--- config.mk ---
export PLATFORM = sky130hd
export DESIGN_NAME = rcv_ring_buf
export DESIGN_NICKNAME = d
export VERILOG_FILES = /design/src/rtl/rcv_ring_pkg.sv /design/src/rtl/rcv_ring_ram.sv /design/src/rtl/rcv_len_ring.sv /design/src/rtl/rcv_ring_ctrl.sv /design/src/rtl/rcv_ring_buf.sv
export SDC_FILE = /design/constraint.sdc
export NUM_CORES = 1
export LEC_CHECK = 0
export ABC_AREA = 1
export BUFFER_PORTS_ARGS = -buffer_cell sky130_fd_sc_hd__buf_4
export CORE_ASPECT_RATIO = 0.9
export CORE_MARGIN = 2
export CORE_UTILIZATION = 35
export DETAILED_ROUTE_END_ITERATION = 10
export SYNTH_ARGS = -nofsm -noshare
export SYNTH_HDL_FRONTEND = slang
export SYNTH_SLANG_ARGS = --single-unit
export TNS_END_PERCENT = 1
--- constraint.sdc ---
create_clock -name clk_i -period 4.1 [get_ports clk_i]
set_input_delay 0.41 -clock clk_i [delete_from_list [all_inputs] [get_ports clk_i]]
set_output_delay 0.41 -clock clk_i [all_outputs]
set_load 0.02 [all_outputs]
--- src/rtl/rcv_ring_pkg.sv ---
package rcv_ring_pkg;
  localparam int unsigned BYTE_W = 8;

  // a transmitted frame only counts when self-reception was requested
  function automatic logic counts_as_rx(input logic from_tx, input logic self_rx);
    return ~from_tx | self_rx;
  endfunction
endpackage

--- src/rtl/rcv_ring_ram.sv ---
module rcv_ring_ram #(
  parameter int unsigned ADDR_W = 6,
  parameter int unsigned DATA_W = 8
) (
  input  logic              clk_i,
  input  logic              we_i,
  input  logic [ADDR_W-1:0] waddr_i,
  input  logic [DATA_W-1:0] wdata_i,
  input  logic [ADDR_W-1:0] raddr_i,
  output logic [DATA_W-1:0] rdata_o
);
  localparam int unsigned DEPTH = 1 << ADDR_W;

  logic [DATA_W-1:0] mem_q [DEPTH];

  // no reset: contents survive both reset kinds
  always_ff @(posedge clk_i) begin
    if (we_i) mem_q[waddr_i] <= wdata_i;
  end

  assign rdata_o = mem_q[raddr_i];
endmodule

--- src/rtl/rcv_len_ring.sv ---
module rcv_len_ring #(
  parameter int unsigned MSG_DEPTH = 16,
  parameter int unsigned LEN_W     = 7
) (
  input  logic                               clk_i,
  input  logic                               rst_ni,
  input  logic                               clr_i,
  input  logic                               push_i,
  input  logic [LEN_W-1:0]                   push_len_i,
  input  logic                               pop_i,
  output logic [LEN_W-1:0]                   head_len_o,
  output logic [$clog2(MSG_DEPTH+1)-1:0]     cnt_o,
  output logic                               full_o
);
  localparam int unsigned PTR_W = (MSG_DEPTH > 1) ? $clog2(MSG_DEPTH) : 1;
  localparam int unsigned CNT_W = $clog2(MSG_DEPTH + 1);

  logic [LEN_W-1:0] len_q [MSG_DEPTH];
  logic [PTR_W-1:0] wptr_q, rptr_q;
  logic [CNT_W-1:0] cnt_q;

  function automatic logic [PTR_W-1:0] ptr_inc(input logic [PTR_W-1:0] p);
    return (p == PTR_W'(MSG_DEPTH - 1)) ? '0 : p + 1'b1;
  endfunction

  always_ff @(posedge clk_i) begin
    if (push_i) len_q[wptr_q] <= push_len_i;
  end

  always_ff @(posedge clk_i or negedge rst_ni) begin
    if (!rst_ni) begin
      wptr_q <= '0;
      rptr_q <= '0;
      cnt_q  <= '0;
    end else if (clr_i) begin
      wptr_q <= '0;
      rptr_q <= '0;
      cnt_q  <= '0;
    end else begin
      if (push_i) wptr_q <= ptr_inc(wptr_q);
      if (pop_i)  rptr_q <= ptr_inc(rptr_q);
      case ({push_i, pop_i})
        2'b10:   cnt_q <= cnt_q + 1'b1;
        2'b01:   cnt_q <= cnt_q - 1'b1;
        default: cnt_q <= cnt_q;
      endcase
    end
  end

  assign head_len_o = len_q[rptr_q];
  assign cnt_o      = cnt_q;
  assign full_o     = (cnt_q == CNT_W'(MSG_DEPTH));
endmodule

--- src/rtl/rcv_ring_ctrl.sv ---
module rcv_ring_ctrl
  import rcv_ring_pkg::*;
#(
  parameter int unsigned ADDR_W    = 6,
  parameter int unsigned MSG_DEPTH = 16
) (
  input  logic                           clk_i,
  input  logic                           rst_ni,
  input  logic                           soft_rst_i,
  input  logic                           wr_valid_i,
  input  logic                           wr_last_i,
  input  logic                           wr_tx_i,
  input  logic                           wr_self_i,
  input  logic                           release_i,
  input  logic                           sa_we_i,
  input  logic [ADDR_W-1:0]              sa_wdata_i,
  input  logic                           clr_ovr_i,
  input  logic [ADDR_W-1:0]              rd_off_i,
  input  logic [ADDR_W:0]                head_len_i,
  input  logic [$clog2(MSG_DEPTH+1)-1:0] ring_cnt_i,
  input  logic                           ring_full_i,
  output logic                           ram_we_o,
  output logic [ADDR_W-1:0]              ram_waddr_o,
  output logic [ADDR_W-1:0]              ram_raddr_o,
  output logic                           push_o,
  output logic [ADDR_W:0]                push_len_o,
  output logic                           pop_o,
  output logic                           ring_clr_o,
  output logic [ADDR_W-1:0]              sa_o,
  output logic                           ovr_o
);
  localparam int unsigned DEPTH = 1 << ADDR_W;
  localparam int unsigned LEN_W = ADDR_W + 1;

  logic [ADDR_W-1:0] sa_q;
  logic [LEN_W-1:0]  used_q;   // bytes held by pending messages
  logic [LEN_W-1:0]  stage_q;  // bytes of the frame in flight
  logic              drop_q;
  logic              ovr_q;

  logic [LEN_W:0]    fill;
  logic              space_ok, byte_try, byte_acc, byte_ovf;
  logic              frame_end, counted, rec_full, frame_bad, commit, rel;
  logic              ovr_set;
  logic [LEN_W-1:0]  frame_len;

  always_comb begin
    fill      = {1'b0, used_q} + {1'b0, stage_q};
    space_ok  = fill < (LEN_W+1)'(DEPTH);
    byte_try  = wr_valid_i & ~drop_q & ~soft_rst_i;
    byte_acc  = byte_try & space_ok;
    byte_ovf  = byte_try & ~space_ok;
    frame_end = wr_valid_i & wr_last_i & ~soft_rst_i;
    frame_len = stage_q + LEN_W'(byte_acc);
    counted   = counts_as_rx(wr_tx_i, wr_self_i);
    rec_full  = counted & ring_full_i;
    frame_bad = drop_q | byte_ovf | rec_full;
    commit    = frame_end & counted & ~frame_bad;
    rel       = release_i & (ring_cnt_i != '0) & ~soft_rst_i;
    ovr_set   = byte_ovf | (frame_end & rec_full);
  end

  assign ram_we_o    = byte_acc;
  assign ram_waddr_o = sa_q + used_q[ADDR_W-1:0] + stage_q[ADDR_W-1:0];
  assign ram_raddr_o = sa_q + rd_off_i;
  assign push_o      = commit;
  assign push_len_o  = frame_len;
  assign pop_o       = rel;
  assign ring_clr_o  = soft_rst_i;
  assign sa_o        = sa_q;
  assign ovr_o       = ovr_q;

  always_ff @(posedge clk_i or negedge rst_ni) begin
    if (!rst_ni) begin
      used_q  <= '0;
      stage_q <= '0;
      drop_q  <= 1'b0;
      ovr_q   <= 1'b0;
    end else if (soft_rst_i) begin
      used_q  <= '0;
      stage_q <= '0;
      drop_q  <= 1'b0;
      ovr_q   <= 1'b0;
    end else begin
      used_q <= used_q + (commit ? frame_len : '0) - (rel ? head_len_i : '0);
      if (frame_end) begin
        stage_q <= '0;
        drop_q  <= 1'b0;
      end else begin
        if (byte_acc) stage_q <= stage_q + 1'b1;
        if (byte_ovf) drop_q  <= 1'b1;
      end
      if (ovr_set)        ovr_q <= 1'b1;
      else if (clr_ovr_i) ovr_q <= 1'b0;
    end
  end

  always_ff @(posedge clk_i or negedge rst_ni) begin
    if (!rst_ni)      sa_q <= '0;
    else if (sa_we_i) sa_q <= sa_wdata_i;
    else if (rel)     sa_q <= sa_q + head_len_i[ADDR_W-1:0];
  end
endmodule

--- src/rtl/rcv_ring_buf.sv ---
module rcv_ring_buf
  import rcv_ring_pkg::*;
#(
  parameter int unsigned ADDR_W    = 6,
  parameter int unsigned MSG_DEPTH = 16,
  parameter int unsigned DATA_W    = BYTE_W
) (
  input  logic                           clk_i,
  input  logic                           rst_ni,
  input  logic                           soft_rst_i,
  input  logic                           wr_valid_i,
  input  logic [DATA_W-1:0]              wr_data_i,
  input  logic                           wr_last_i,
  input  logic                           wr_tx_i,
  input  logic                           wr_self_i,
  input  logic [ADDR_W-1:0]              rd_off_i,
  output logic [DATA_W-1:0]              rd_data_o,
  input  logic                           release_i,
  input  logic                           sa_we_i,
  input  logic [ADDR_W-1:0]              sa_wdata_i,
  output logic [ADDR_W-1:0]              sa_o,
  input  logic                           clr_ovr_i,
  output logic                           ovr_o,
  output logic [$clog2(MSG_DEPTH+1)-1:0] msg_cnt_o,
  output logic                           rx_irq_o
);
  localparam int unsigned LEN_W = ADDR_W + 1;
  localparam int unsigned CNT_W = $clog2(MSG_DEPTH + 1);

  logic              ram_we;
  logic [ADDR_W-1:0] ram_waddr, ram_raddr;
  logic              push, pop, ring_clr, ring_full;
  logic [LEN_W-1:0]  push_len, head_len;
  logic [CNT_W-1:0]  ring_cnt;

  rcv_ring_ctrl #(.ADDR_W(ADDR_W), .MSG_DEPTH(MSG_DEPTH)) i_ctrl (
    .clk_i       (clk_i),
    .rst_ni      (rst_ni),
    .soft_rst_i  (soft_rst_i),
    .wr_valid_i  (wr_valid_i),
    .wr_last_i   (wr_last_i),
    .wr_tx_i     (wr_tx_i),
    .wr_self_i   (wr_self_i),
    .release_i   (release_i),
    .sa_we_i     (sa_we_i),
    .sa_wdata_i  (sa_wdata_i),
    .clr_ovr_i   (clr_ovr_i),
    .rd_off_i    (rd_off_i),
    .head_len_i  (head_len),
    .ring_cnt_i  (ring_cnt),
    .ring_full_i (ring_full),
    .ram_we_o    (ram_we),
    .ram_waddr_o (ram_waddr),
    .ram_raddr_o (ram_raddr),
    .push_o      (push),
    .push_len_o  (push_len),
    .pop_o       (pop),
    .ring_clr_o  (ring_clr),
    .sa_o        (sa_o),
    .ovr_o       (ovr_o)
  );

  rcv_ring_ram #(.ADDR_W(ADDR_W), .DATA_W(DATA_W)) i_ram (
    .clk_i   (clk_i),
    .we_i    (ram_we),
    .waddr_i (ram_waddr),
    .wdata_i (wr_data_i),
    .raddr_i (ram_raddr),
    .rdata_o (rd_data_o)
  );

  rcv_len_ring #(.MSG_DEPTH(MSG_DEPTH), .LEN_W(LEN_W)) i_len (
    .clk_i      (clk_i),
    .rst_ni     (rst_ni),
    .clr_i      (ring_clr),
    .push_i     (push),
    .push_len_i (push_len),
    .pop_i      (pop),
    .head_len_o (head_len),
    .cnt_o      (ring_cnt),
    .full_o     (ring_full)
  );

  assign msg_cnt_o = ring_cnt;
  assign rx_irq_o  = (ring_cnt != '0);
endmodule

==> summary.log, run 1 <==
INFO  status         outcome=finished with violations
INFO  status         violations=DRC
INFO  sta            fin_crit=3.998ns
INFO  sta            worst_slew_pin_slew=0.9092ns
INFO  clock_network  worstSkewPairLatency=0.62ns
INFO  clock_network  cts_made_buffers=72
INFO  power_and_ir_drop total_power=17.70mW
INFO  hold_path      min_path_type=in -> reg
INFO  final_layout   mostFrequentLayoutCell=edfxtp_1
INFO  sta            maxSlewViolCount=0
INFO  floorplan      fp.coreArea=79580um2
INFO  global_route   grt_start_max_net_pins=121
INFO  power_and_ir_drop pwr_density_cell=535.7nW/um2
INFO  final_layout   commonest_cells_after_routing_fill_and_taps_aside=edfxtp_1, nor2_1, nand2_1, o21ai_0, buf_4
INFO  critical_path  ff2ff_path_depth=12
INFO  detailed_routing avgRoutedWirePerCell=20.71um
INFO  critical_path  endpoint=rd_data_o[6]
INFO  final_layout   layout.cells.non_filler=3616
INFO  clock_network  clock_tree.buffer_depth=3
INFO  global_route   grt_first_pass_wirelength=112300um
INFO  floorplan      site_rows=98
INFO  yosys          syn_nets=2467
INFO  final_layout   syn2layout_area_growth=17.35%
INFO  global_route   grtUsageTotal=17.83%
INFO  sta            finalSetupTns=0ns
INFO  critical_path  worstSetupStartpoint=i_ctrl.sa_o[0]
INFO  sta            final_hold_viol_count=0
INFO  floorplan      y_dimension_of_the_die=273.1um
INFO  final_layout   multi_input_comb_area=7833um2
INFO  sta            rsz0062_at_grt=false
INFO  sta            finalClockSkew=0.02675ns
INFO  final_layout   fillers=7342
INFO  critical_path  critical_path_peak_fanout=17
INFO  detailed_routing viasPerCell=5.338
INFO  global_route   grt_overflow=0
INFO  placement      place.detailed.hpwl=44540um
INFO  yosys          yosys_warnings=0
INFO  critical_path  path_class=reg -> out
INFO  clock_network  tritoncts=yes
INFO  critical_path  regToRegStartpoint=i_ctrl.sa_o[0]
INFO  yosys          netlist-cell-type-count=41
INFO  global_route   first_global_vias=18742
INFO  clock_network  ctsHtreeMaxLevel=3
INFO  sta            setup_viol_count_final=0
INFO  placement      placer_congestion=0.8761
INFO  hold_path      timing.hold.worst_path_depth=3
INFO  critical_path  worstReg2RegEnd=i_ram.mem_q[17][2]
INFO  yosys          avgSynthCellArea=11.82um2
INFO  floorplan      die_w=303.0um
INFO  critical_path  cp_num_buf_inv=4
INFO  detailed_routing drtIter0Drc=2215
INFO  critical_path  critical_path_cell_count=14
INFO  yosys          syn-cell-area=28160um2
INFO  clock_network  ctsRootBufferMaster=clkbuf_16
INFO  final_layout   final_cell_area=33040um2
INFO  critical_path  endpoint_kind=primary output
INFO  clock_network  tritoncts_num_sinks=659
INFO  critical_path  cp.required=3.69ns
INFO  detailed_routing drt_pass1_iterations=8
INFO  critical_path  cp_cell_sequence=ha_4 -> fa_4 -> buf_6 -> inv_6 -> bufbuf_16 -> o21ai_0 -> o22ai_1 -> nand2_1 -> nand3_1 -> nand3_1 -> o21ai_2 -> nand2_1 -> nand2_1 -> buf_4
INFO  placement      dp.cells=3470
INFO  yosys          postSynthCellCount=2383
INFO  yosys          ys_seq_area_share=69.66%
INFO  floorplan      top_level_ports=51
INFO  detailed_routing drcViolationCount=1
INFO  critical_path  critPathSlowestCell=fa_4
INFO  critical_path  crit_arrival=3.59ns
INFO  power_and_ir_drop worst_ir_drop_vdd=0.2930mV
INFO  sta            fmax=250.1MHz
INFO  critical_path  path_common_cell=nand2_1
INFO  floorplan      floorplan.initialDensity=35.38%
INFO  final_layout   finish.net_count=2595
INFO  final_layout   n_antenna_cell=0
INFO  critical_path  critical_path.startpoint_type=flop
INFO  detailed_routing antenna_violating_nets_post_route=0
INFO  sta            final_min_period_over_clock_period=97.51%
INFO  final_layout   final-seq-area=19620um2
INFO  final_layout   drive_gt1_share=12.82%
INFO  detailed_routing totalWireLength=74870um
INFO  critical_path  reg2reg_setup_slack=0.23ns
INFO  power_and_ir_drop power.static_leakage=11.56nW
INFO  critical_path  slowest_delay=0.64ns
INFO  placement      placement.cell_area=30210um2
INFO  critical_path  critPathTopFamily=adder cells
INFO  global_route   initial_antenna_violation_count=1
INFO  yosys          yosys_register_bits=659
INFO  placement      io_buffers=50
INFO  detailed_routing vias=19304
INFO  floorplan      die_area=82740um2
INFO  sta            worst_slew_margin_rel=39.39%
INFO  job            cap_violations=0
INFO  clock_network  path_clk_slew=0.06ns
==> power breakdown <==
group          switching [mW]  total [mW]  internal (mW)
logic                    2.64        3.93           1.29
clock network            2.62        6.23           3.61
registers              0.0527        7.54           7.48
total                    5.31        17.7           12.4
==> per-layer routing <==
layer  vias to the layer above  routed length [um]  track usage (%)
met3                       137                6173            2.822
met2                       779               33420            27.38
li1                       8813                   -                -
met1                      9575               33270            26.08
met5                         -                   0                0
met4                         0                2016            5.211
==> timing repair <==
item | in CTS | in global routing
buffers inserted | 7 | 1
endpoints found under the hold margin | 35 | 0
hold buffers | 1 | 0
resized for setup | 18 | 31
setup endpoints to repair | 8 | 10
pin swaps | 2 | 12
cloned | 3 | 5
==> sequential cells by signal (all words and copies together) (netlist names) <==
signal          count
i_ctrl.drop_q       1
i_ctrl.ovr_o        1
i_ctrl.sa_o         6
i_ctrl.stage_q      7
i_ctrl.used_q       7
i_len.cnt_o         5
i_len.len_q       112
i_len.rptr_q        4
i_len.wptr_q        4
i_ram.mem_q       512
==> worst min path at each step <==
stage                     slack [ns]           from         endpoint
final                           0.03  sa_wdata_i[4]   i_ctrl.sa_o[4]
after global routing            0.03  sa_wdata_i[0]   i_ctrl.sa_o[0]
after CTS                       0.01  sa_wdata_i[0]   i_ctrl.sa_o[0]
after detailed placement        0.41         rst_ni  i_len.wptr_q[0]
after global placement          0.41         rst_ni   i_ctrl.sa_o[5]
after floorplan                 0.11         rst_ni    i_ctrl.drop_q
==> stage by stage <==
stage / setup slack (ns) / utilization (%) / hold slack (ns)
2_1_floorplan: 0.03202 / - / 0.1144
3_3_place_gp: 0.1542 / 37.97 / 0.4072
3_5_place_dp: 0.1549 / 37.97 / 0.4144
4_1_cts: 0.02164 / 41.14 / 0.01484
5_1_grt: 0.01215 / 41.52 / 0.02986
6_report: 0.1022 / 41.52 / 0.02629
==> cell families after synthesis <==
logic type               Yosys count  synth area share (%)
flip-flops                       659                 69.66
XOR/XNOR                          28                0.9243
AO/OA/AOI/OAI                    532                 10.42
adder cells (fa/ha/maj)           54                 2.800
buffers and inverters            221                 3.613
AND/OR/NAND/NOR                  889                 12.58
==> cells in the mapped netlist <==
cell,count,area [um2]
inv_2,5,18.77
nand2_2,1,6.260
a311oi_1,6,52.55
nor3_1,6,30.03
inv_4,1,6.260
o32ai_1,1,8.760
buf_2,54,270.3
nor2_1,449,1685
nor2_2,1,6.260
buf_4,13,97.59
nand3_1,112,560.5
clkinv_1,1,3.750
xor2_2,1,16.27
o21bai_1,1,7.510
nand3_2,1,10.01
o21bai_2,1,11.26
o221ai_1,19,166.4
ha_1,39,488.0
a21oi_2,1,8.760
buf_6,9,101.4
clkbuf_2,1,5.000
a31oi_1,1,6.260
edfxtp_1,624,18740
xor2_1,14,122.6
o21ai_0,283,1416
xnor2_1,12,105.1
o211ai_1,22,165.2
o22ai_1,76,475.5
xnor2_2,1,16.27
fa_1,15,300.3
buf_1,8,30.03
o311ai_0,1,8.760
nand4_1,19,118.9
dfrtp_1,35,875.8
o21ai_1,69,345.3
inv_1,86,322.8
clkbuf_1,43,161.4
o311ai_1,1,8.760
a21oi_1,49,245.2
o21a_1,1,7.510
nand2_1,300,1126
==> final cells by class <==
class / count / area share [%]
timing repair buffer: 182 / 5.036
sequential: 659 / 59.36
clock inverter: 35 / 1.064
multi-input combinational: 1503 / 23.70
inverter: 93 / 1.087
clock buffer: 94 / 5.767
tap: 1050 / 3.976
==> tightest hold or removal path: stages <==
cell and delay (ns):
buf_4 0.08, nand2_1 0.05, nand3_1 0.08
Note: power is estimated with default switching activity, not from simulation.
==> run 2, diff against run 1 <==
==> constraint.sdc (replaced) <==
create_clock -name clk_i -period 4.64 [get_ports clk_i]
set_input_delay 0.464 -clock clk_i [delete_from_list [all_inputs] [get_ports clk_i]]
set_output_delay 0.464 -clock clk_i [all_outputs]
set_load 0.02 [all_outputs]
==> summary.log, run 2 (synthesis gave the netlist of run 1 again) <==
INFO  sta            rsz0062_at_grt=false
INFO  critical_path  cp.required=4.18ns
INFO  clock_network  tritoncts_num_sinks=659
INFO  floorplan      y_dimension_of_the_die=273.1um
INFO  clock_network  cts_made_buffers=70
INFO  global_route   initial_antenna_violation_count=0
INFO  power_and_ir_drop power.static_leakage=11.37nW
INFO  detailed_routing viasPerCell=5.278
INFO  clock_network  path_clk_slew=0.06ns
INFO  placement      placer_congestion=0.9067
INFO  sta            worst_slew_margin_rel=31.25%
INFO  power_and_ir_drop worst_ir_drop_vdd=0.2798mV
INFO  hold_path      timing.hold.worst_path_depth=3
INFO  sta            setup_viol_count_final=0
INFO  sta            final_min_period_over_clock_period=97.31%
INFO  floorplan      die_w=303.0um
INFO  floorplan      floorplan.initialDensity=35.38%
INFO  sta            maxSlewViolCount=0
INFO  final_layout   drive_gt1_share=10.83%
INFO  final_layout   mostFrequentLayoutCell=edfxtp_1
INFO  final_layout   n_antenna_cell=0
INFO  hold_path      min_path_type=in -> reg
INFO  sta            final_hold_viol_count=0
INFO  sta            final_critical_path_setup_slack=0.1248ns
INFO  detailed_routing drt_pass1_iterations=8
INFO  floorplan      fp.coreArea=79580um2
INFO  critical_path  path_class=reg -> out
INFO  placement      placement.cell_area=30080um2
INFO  placement      place.detailed.hpwl=43060um
INFO  final_layout   largest_register=i_ram.mem_q
INFO  detailed_routing avgRoutedWirePerCell=20.23um
INFO  final_layout   syn2layout_area_growth=15.50%
INFO  floorplan      site_rows=98
INFO  final_layout   final_cell_area=32520um2
INFO  final_layout   finish.net_count=2566
INFO  critical_path  endpoint_kind=primary output
INFO  floorplan      die_area=82740um2
INFO  critical_path  ff2ff_path_depth=28
INFO  sta            finalClockSkew=0.03215ns
INFO  global_route   grt_overflow=0
INFO  power_and_ir_drop pwr_density_cell=478.0nW/um2
INFO  sta            fin_worst_hold_slack=0.06008ns
INFO  final_layout   biggestRegsByFlops=i_ram.mem_q: 512 flops, i_len.len_q: 112 flops
INFO  final_layout   commonest_cells_after_routing_fill_and_taps_aside=edfxtp_1, nor2_1, nand2_1, o21ai_0, buf_4
INFO  placement      io_buffers=50
INFO  critical_path  worstReg2RegEnd=i_ctrl.used_q[6]
INFO  global_route   grtUsageTotal=17.41%
INFO  detailed_routing drcViolationCount=1
INFO  critical_path  regToRegStartpoint=i_ctrl.stage_q[3]
INFO  sta            fin_crit=4.515ns
INFO  clock_network  ctsHtreeMaxLevel=3
INFO  global_route   first_global_vias=18681
INFO  clock_network  clock_tree.buffer_depth=3
INFO  placement      detailedPlace.worstSlack=0.4152ns
INFO  critical_path  critical_path_peak_fanout=47
INFO  placement      dp.cells=3456
INFO  global_route   grt_start_max_net_pins=156
INFO  clock_network  worstSkewPairLatency=0.62ns
INFO  hold_path      hold_path_end=i_ctrl.sa_o[2]
INFO  critical_path  critical_path.startpoint_type=flop
INFO  final_layout   layout.cells.non_filler=3589
INFO  detailed_routing vias=18942
INFO  sta            fmax=221.5MHz
INFO  hold_path      worst_hold_startpoint=sa_wdata_i[2]
INFO  floorplan      top_level_ports=51
INFO  status         outcome=finished with violations
INFO  sta            worst_slew_pin_slew=1.031ns
INFO  sta            finalSetupTns=0ns
INFO  detailed_routing drtIter0Drc=2093
INFO  detailed_routing totalWireLength=72600um
INFO  critical_path  crit_arrival=4.05ns
INFO  critical_path  reg2reg_setup_slack=0.34ns
INFO  status         violations=DRC
INFO  job            cap_violations=0
INFO  final_layout   largest_register_ffs=512
INFO  detailed_routing antenna_violating_nets_post_route=0
INFO  clock_network  ctsRootBufferMaster=clkbuf_16
INFO  global_route   grt_first_pass_wirelength=111100um
INFO  clock_network  tritoncts=yes
==> run 2: changes by cell type in the layout (fill, tap and decap cells not counted), moves of 7 or more <==
cell / previous run / this run
ha_1: 31 / 38
o21ai_2: 8 / 1
ha_4: 8 / 1
buf_4: 158 / 146
==> run 2: what timing repair did <==
item                                    4_1_cts  5_1_grt
hold endpoints to repair                     35        0
setup buffers                                 0        3
gates resized for setup                       0        3
endpoints found under the setup margin        0        9
hold buffers                                  1        0
==> run 2: final cells by class <==
type | count | area [um2]
Fill cell | 7344 | 47060
Sequential cell | 659 | 19610
Multi-Input combinational cell | 1503 | 7576
Clock buffer | 92 | 1907
Tap cell | 1050 | 1314
Timing Repair Buffer | 155 | 1279
Clock inverter | 37 | 475.5
Inverter | 93 | 356.6
==> run 2: how the worst max path moves through the flow <==
stage,slack (ns),to,cells past startpoint,start
6_report,0.12,rd_data_o[2],14,i_ctrl.sa_o[0]
2_1_floorplan,0.42,i_ctrl.used_q[6],28,i_ctrl.stage_q[3]
3_5_place_dp,0.42,i_ctrl.used_q[6],28,i_ctrl.stage_q[3]
3_3_place_gp,0.44,i_ctrl.used_q[6],28,i_ctrl.stage_q[3]
4_1_cts,0.03,rd_data_o[6],12,i_ctrl.sa_o[0]
5_1_grt,0.002,rd_data_o[1],12,i_ctrl.sa_o[0]
==> run 2: report_power, final <==
part | internal (mW) | switching (mW) | total (mW) | leakage, nW
clock network | 3.43 | 2.34 | 5.77 | 1.16
logic | 0.913 | 2.19 | 3.11 | 4.05
registers | 6.61 | 0.0569 | 6.67 | 6.16
==> run 2: worst max-delay path, cell delays in order, from the launching register on <==
cell,delay [ns]
dfrtp_1,0.47
ha_4,0.21
fa_4,0.81
buf_4,0.23
inv_2,0.08
buf_12,0.25
o21ai_1,0.11
o22ai_1,0.19
nand2_1,0.09
nand3_1,0.19
nand3_1,0.15
o21ai_1,0.20
nand2_1,0.11
nand2_1,0.14
buf_4,0.15
==> run 2: metal layers <==
metal  vias to the layer above  part of all wire [%]  global-route usage, %
met5                         -                     0                      0
met4                         0                   2.3                  4.926
met2                       806                    45                  26.51
met3                       118                   8.4                  3.418
li1                       8742                     -                      -
met1                      9276                    44                  25.29
==> run 2: metrics by stage <==
step | util (%) | power [mW]
floorplan | - | 8.736
global placement | 37.79 | 9.791
detailed placement | 37.79 | 9.826
CTS | 40.80 | 15.60
global route | 40.87 | 16.20
finish | 40.87 | 15.54
==> run 3, diff against run 2 <==
--- a/config.mk
+++ b/config.mk
@@ -5,7 +5,6 @@
 export SDC_FILE = /design/constraint.sdc
 export NUM_CORES = 1
 export LEC_CHECK = 0
-export ABC_AREA = 1
 export BUFFER_PORTS_ARGS = -buffer_cell sky130_fd_sc_hd__buf_4
 export CORE_ASPECT_RATIO = 0.9
 export CORE_MARGIN = 2
==> summary.log, run 3 <==
INFO  yosys          synth.top_cell.area_share=68.65%
INFO  yosys          ys_seq_area_share=71.86%
INFO  final_layout   largest_register_ffs=512
INFO  final_layout   syn2layout_area_growth=17.25%
INFO  sta            rsz0062_at_grt=false
INFO  floorplan      y_dimension_of_the_die=268.9um
INFO  final_layout   largest_register=i_ram.mem_q
INFO  placement      place.detailed.hpwl=40000um
INFO  yosys          postSynthCellCount=1381
INFO  final_layout   fillers=6798
INFO  final_layout   final_cell_area=32000um2
INFO  floorplan      die_area=80240um2
INFO  power_and_ir_drop power.clock.fraction=31.7%
INFO  yosys          yosys_register_bits=659
INFO  yosys          top_reg_cell_synth=edfxtp_1
INFO  global_route   grt_first_pass_wirelength=93120um
INFO  job            cap_violations=0
INFO  final_layout   layout.cells.non_filler=2653
INFO  detailed_routing viasPerCell=5.141
INFO  power_and_ir_drop comb_power_share=28.9%
INFO  sta            setup_viol_count_final=0
INFO  critical_path  path_class=reg -> out
INFO  floorplan      site_rows=97
INFO  hold_path      min_path_type=in -> reg
INFO  sta            fin_crit=4.545ns
INFO  power_and_ir_drop swShare=30.31%
INFO  status         outcome=completed
INFO  yosys          share_of_flip_flops_with_an_asynchronous_set_or_reset_after_synthesis=5.311%
INFO  final_layout   commonest_cells_after_routing_fill_and_taps_aside=edfxtp_1, mux4_2, buf_4, nor2_1, clkbuf_16
INFO  sta            worst_slew_margin_rel=35.37%
INFO  sta            final_hold_viol_count=0
INFO  yosys          post_synth_main_area_contributors=edfxtp_1, mux4_2, dfrtp_1
INFO  critical_path  crit_arrival=4.08ns
INFO  clock_network  tritoncts=yes
INFO  placement      placement.cell_area=29730um2
INFO  power_and_ir_drop worst_ir_drop_vdd=0.3134mV
INFO  detailed_routing vias=13638
INFO  global_route   grt_overflow=0
INFO  yosys          synthMostInstantiatedCell=edfxtp_1
INFO  sta            final_min_period_over_clock_period=97.95%
INFO  critical_path  ff2ff_path_depth=17
INFO  hold_path      timing.hold.worst_path_depth=3
INFO  detailed_routing drt_pass1_iterations=7
INFO  yosys          syn_nets=1465
INFO  sta            maxSlewViolCount=0
INFO  hold_path      worst_hold_startpoint=sa_wdata_i[2]
INFO  final_layout   biggestRegsByFlops=i_ram.mem_q: 512 flops, i_len.len_q: 112 flops
INFO  placement      io_buffers=50
INFO  hold_path      hold_path_end=i_ctrl.sa_o[2]
INFO  final_layout   drive_gt1_share=28.33%
INFO  clock_network  clock_tree.buffer_depth=3
INFO  yosys          edff_count_synth=624
INFO  global_route   grt_start_max_net_pins=65
INFO  power_and_ir_drop power.static_leakage=10.75nW
INFO  detailed_routing totalWireLength=62700um
INFO  global_route   grtUsageTotal=15.78%
INFO  sta            worst_slew_pin_slew=0.9647ns
INFO  placement      dp.cells=2525
INFO  yosys          netlist-cell-type-count=56
INFO  placement      detailedPlace.worstSlack=0.5257ns
INFO  floorplan      die_w=298.4um
INFO  clock_network  ctsRootBufferMaster=clkbuf_16
INFO  sta            final_critical_path_setup_slack=0.09523ns
INFO  clock_network  ctsHtreeMaxLevel=3
INFO  detailed_routing drcViolationCount=0
INFO  sta            fmax=220.0MHz
INFO  yosys          yosys_warnings=0
INFO  clock_network  tritoncts_num_sinks=659
INFO  critical_path  cp.required=4.18ns
INFO  critical_path  endpoint_kind=primary output
INFO  power_and_ir_drop internal-power=12.11mW
INFO  critical_path  reg2reg_setup_slack=0.49ns
INFO  final_layout   mostFrequentLayoutCell=edfxtp_1
INFO  detailed_routing antenna_violating_nets_post_route=0
INFO  detailed_routing drtIter0Drc=1213
INFO  yosys          syn-cell-area=27290um2
INFO  critical_path  worstReg2RegEnd=i_ctrl.used_q[6]
INFO  yosys          avgSynthCellArea=19.76um2
INFO  power_and_ir_drop total_switching_power=5.265mW
INFO  global_route   initial_antenna_violation_count=5
INFO  clock_network  path_clk_slew=0.06ns
INFO  critical_path  critical_path.startpoint_type=flop
INFO  yosys          yosys-top-cells-count=edfxtp_1, mux4_2, nor2_1, mux2i_1, ha_1
INFO  clock_network  cts_post_setup_buffers_inserted=0
INFO  sta            finalClockSkew=0.01861ns
INFO  critical_path  critical_path_peak_fanout=50
INFO  floorplan      fp.coreArea=77550um2
INFO  power_and_ir_drop pwr_density_cell=542.8nW/um2
INFO  floorplan      top_level_ports=51
INFO  sta            finalSetupTns=0ns
INFO  floorplan      floorplan.initialDensity=35.20%
INFO  yosys          synth_top_cell_by_area=edfxtp_1
INFO  power_and_ir_drop sequentialPowerShare=39.4%
INFO  final_layout   finish.net_count=1644
INFO  clock_network  worstSkewPairLatency=0.61ns
INFO  clock_network  cts_made_buffers=71
INFO  global_route   first_global_vias=14042
INFO  critical_path  regToRegStartpoint=i_ctrl.stage_q[5]
INFO  placement      placer_congestion=0.8036
INFO  detailed_routing avgRoutedWirePerCell=23.63um
-- run 3: cell families after synthesis --
group | share of synthesized area, %
fa+ha+maj | 2.888
simple gates | 3.511
flops | 71.86
mux | 16.58
compound gates | 2.269
xor+xnor | 1.279
buf+inv | 1.618
-- run 3: metal layers --
metal	global-route usage (%)	vias to the layer above	routed length, um
met5	0	-	40
met4	5.066	6	1628
met3	3.320	84	3796
met2	24.22	373	28850
met1	22.57	7217	28390
li1	-	5958	-
-- run 3: worst max-delay path, stage by stage (launching register included) --
cell,delay (ns)
dfrtp_1,0.41
ha_4,0.18
fa_4,0.96
buf_16,0.31
mux4_2,0.39
mux4_2,0.55
mux2i_1,0.31
mux2i_1,0.15
buf_4,0.18
-- run 3: repair_timing --
action                                 in CTS  in global routing
setup endpoints to repair                   1                  1
hold buffers                                1                  0
endpoints found under the hold margin      35                  0
resized for setup                           1                  2
pin swaps                                   1                  0
-- run 3: final cells by class --
class / count / area [um2] / share of cell area (%)
diodes: 1 / 2.502 / 0.007819
multi-input cells: 625 / 7311 / 22.84
clock buffers: 87 / 1858 / 5.806
clock inverters: 39 / 390.4 / 1.220
flip-flops and latches: 659 / 19620 / 61.29
inverters: 37 / 138.9 / 0.4339
repair buffers: 166 / 1389 / 4.339
well taps: 1039 / 1300 / 4.062
-- run 3: stage by stage --
stage          utilization (%)  hold slack [ns]  power [mW]
3_3_place_gp             38.33           0.4700       11.99
3_5_place_dp             38.33           0.4822       12.04
6_report                 41.27          0.07520       17.37
2_1_floorplan                -           0.1684       10.16
4_1_cts                  41.25          0.04549       17.57
5_1_grt                  41.27          0.07005       18.11
-- run 3: worst max-delay path by stage --
stage	startpoint	end	slack, ns	depth (start not counted)
after global placement	rd_off_i[0]	rd_data_o[2]	0.58	10
final	i_ctrl.sa_o[0]	rd_data_o[2]	0.1	8
after detailed placement	rd_off_i[0]	rd_data_o[2]	0.53	10
after CTS	i_ctrl.sa_o[0]	rd_data_o[5]	0.05	8
after floorplan	i_ctrl.stage_q[4]	i_ctrl.used_q[6]	0.13	18
after global routing	i_ctrl.sa_o[0]	rd_data_o[2]	0.006	8
-- run 3: power groups by stage --
stage	clock network, mW	logic [mW]	registers [mW]
2_1_floorplan	0	3.23	6.93
3_3_place_gp	0	5.04	6.96
3_5_place_dp	0	5.07	6.97
4_1_cts	5.64	5.09	6.84
5_1_grt	5.86	5.38	6.86
6_report	5.51	5.02	6.84
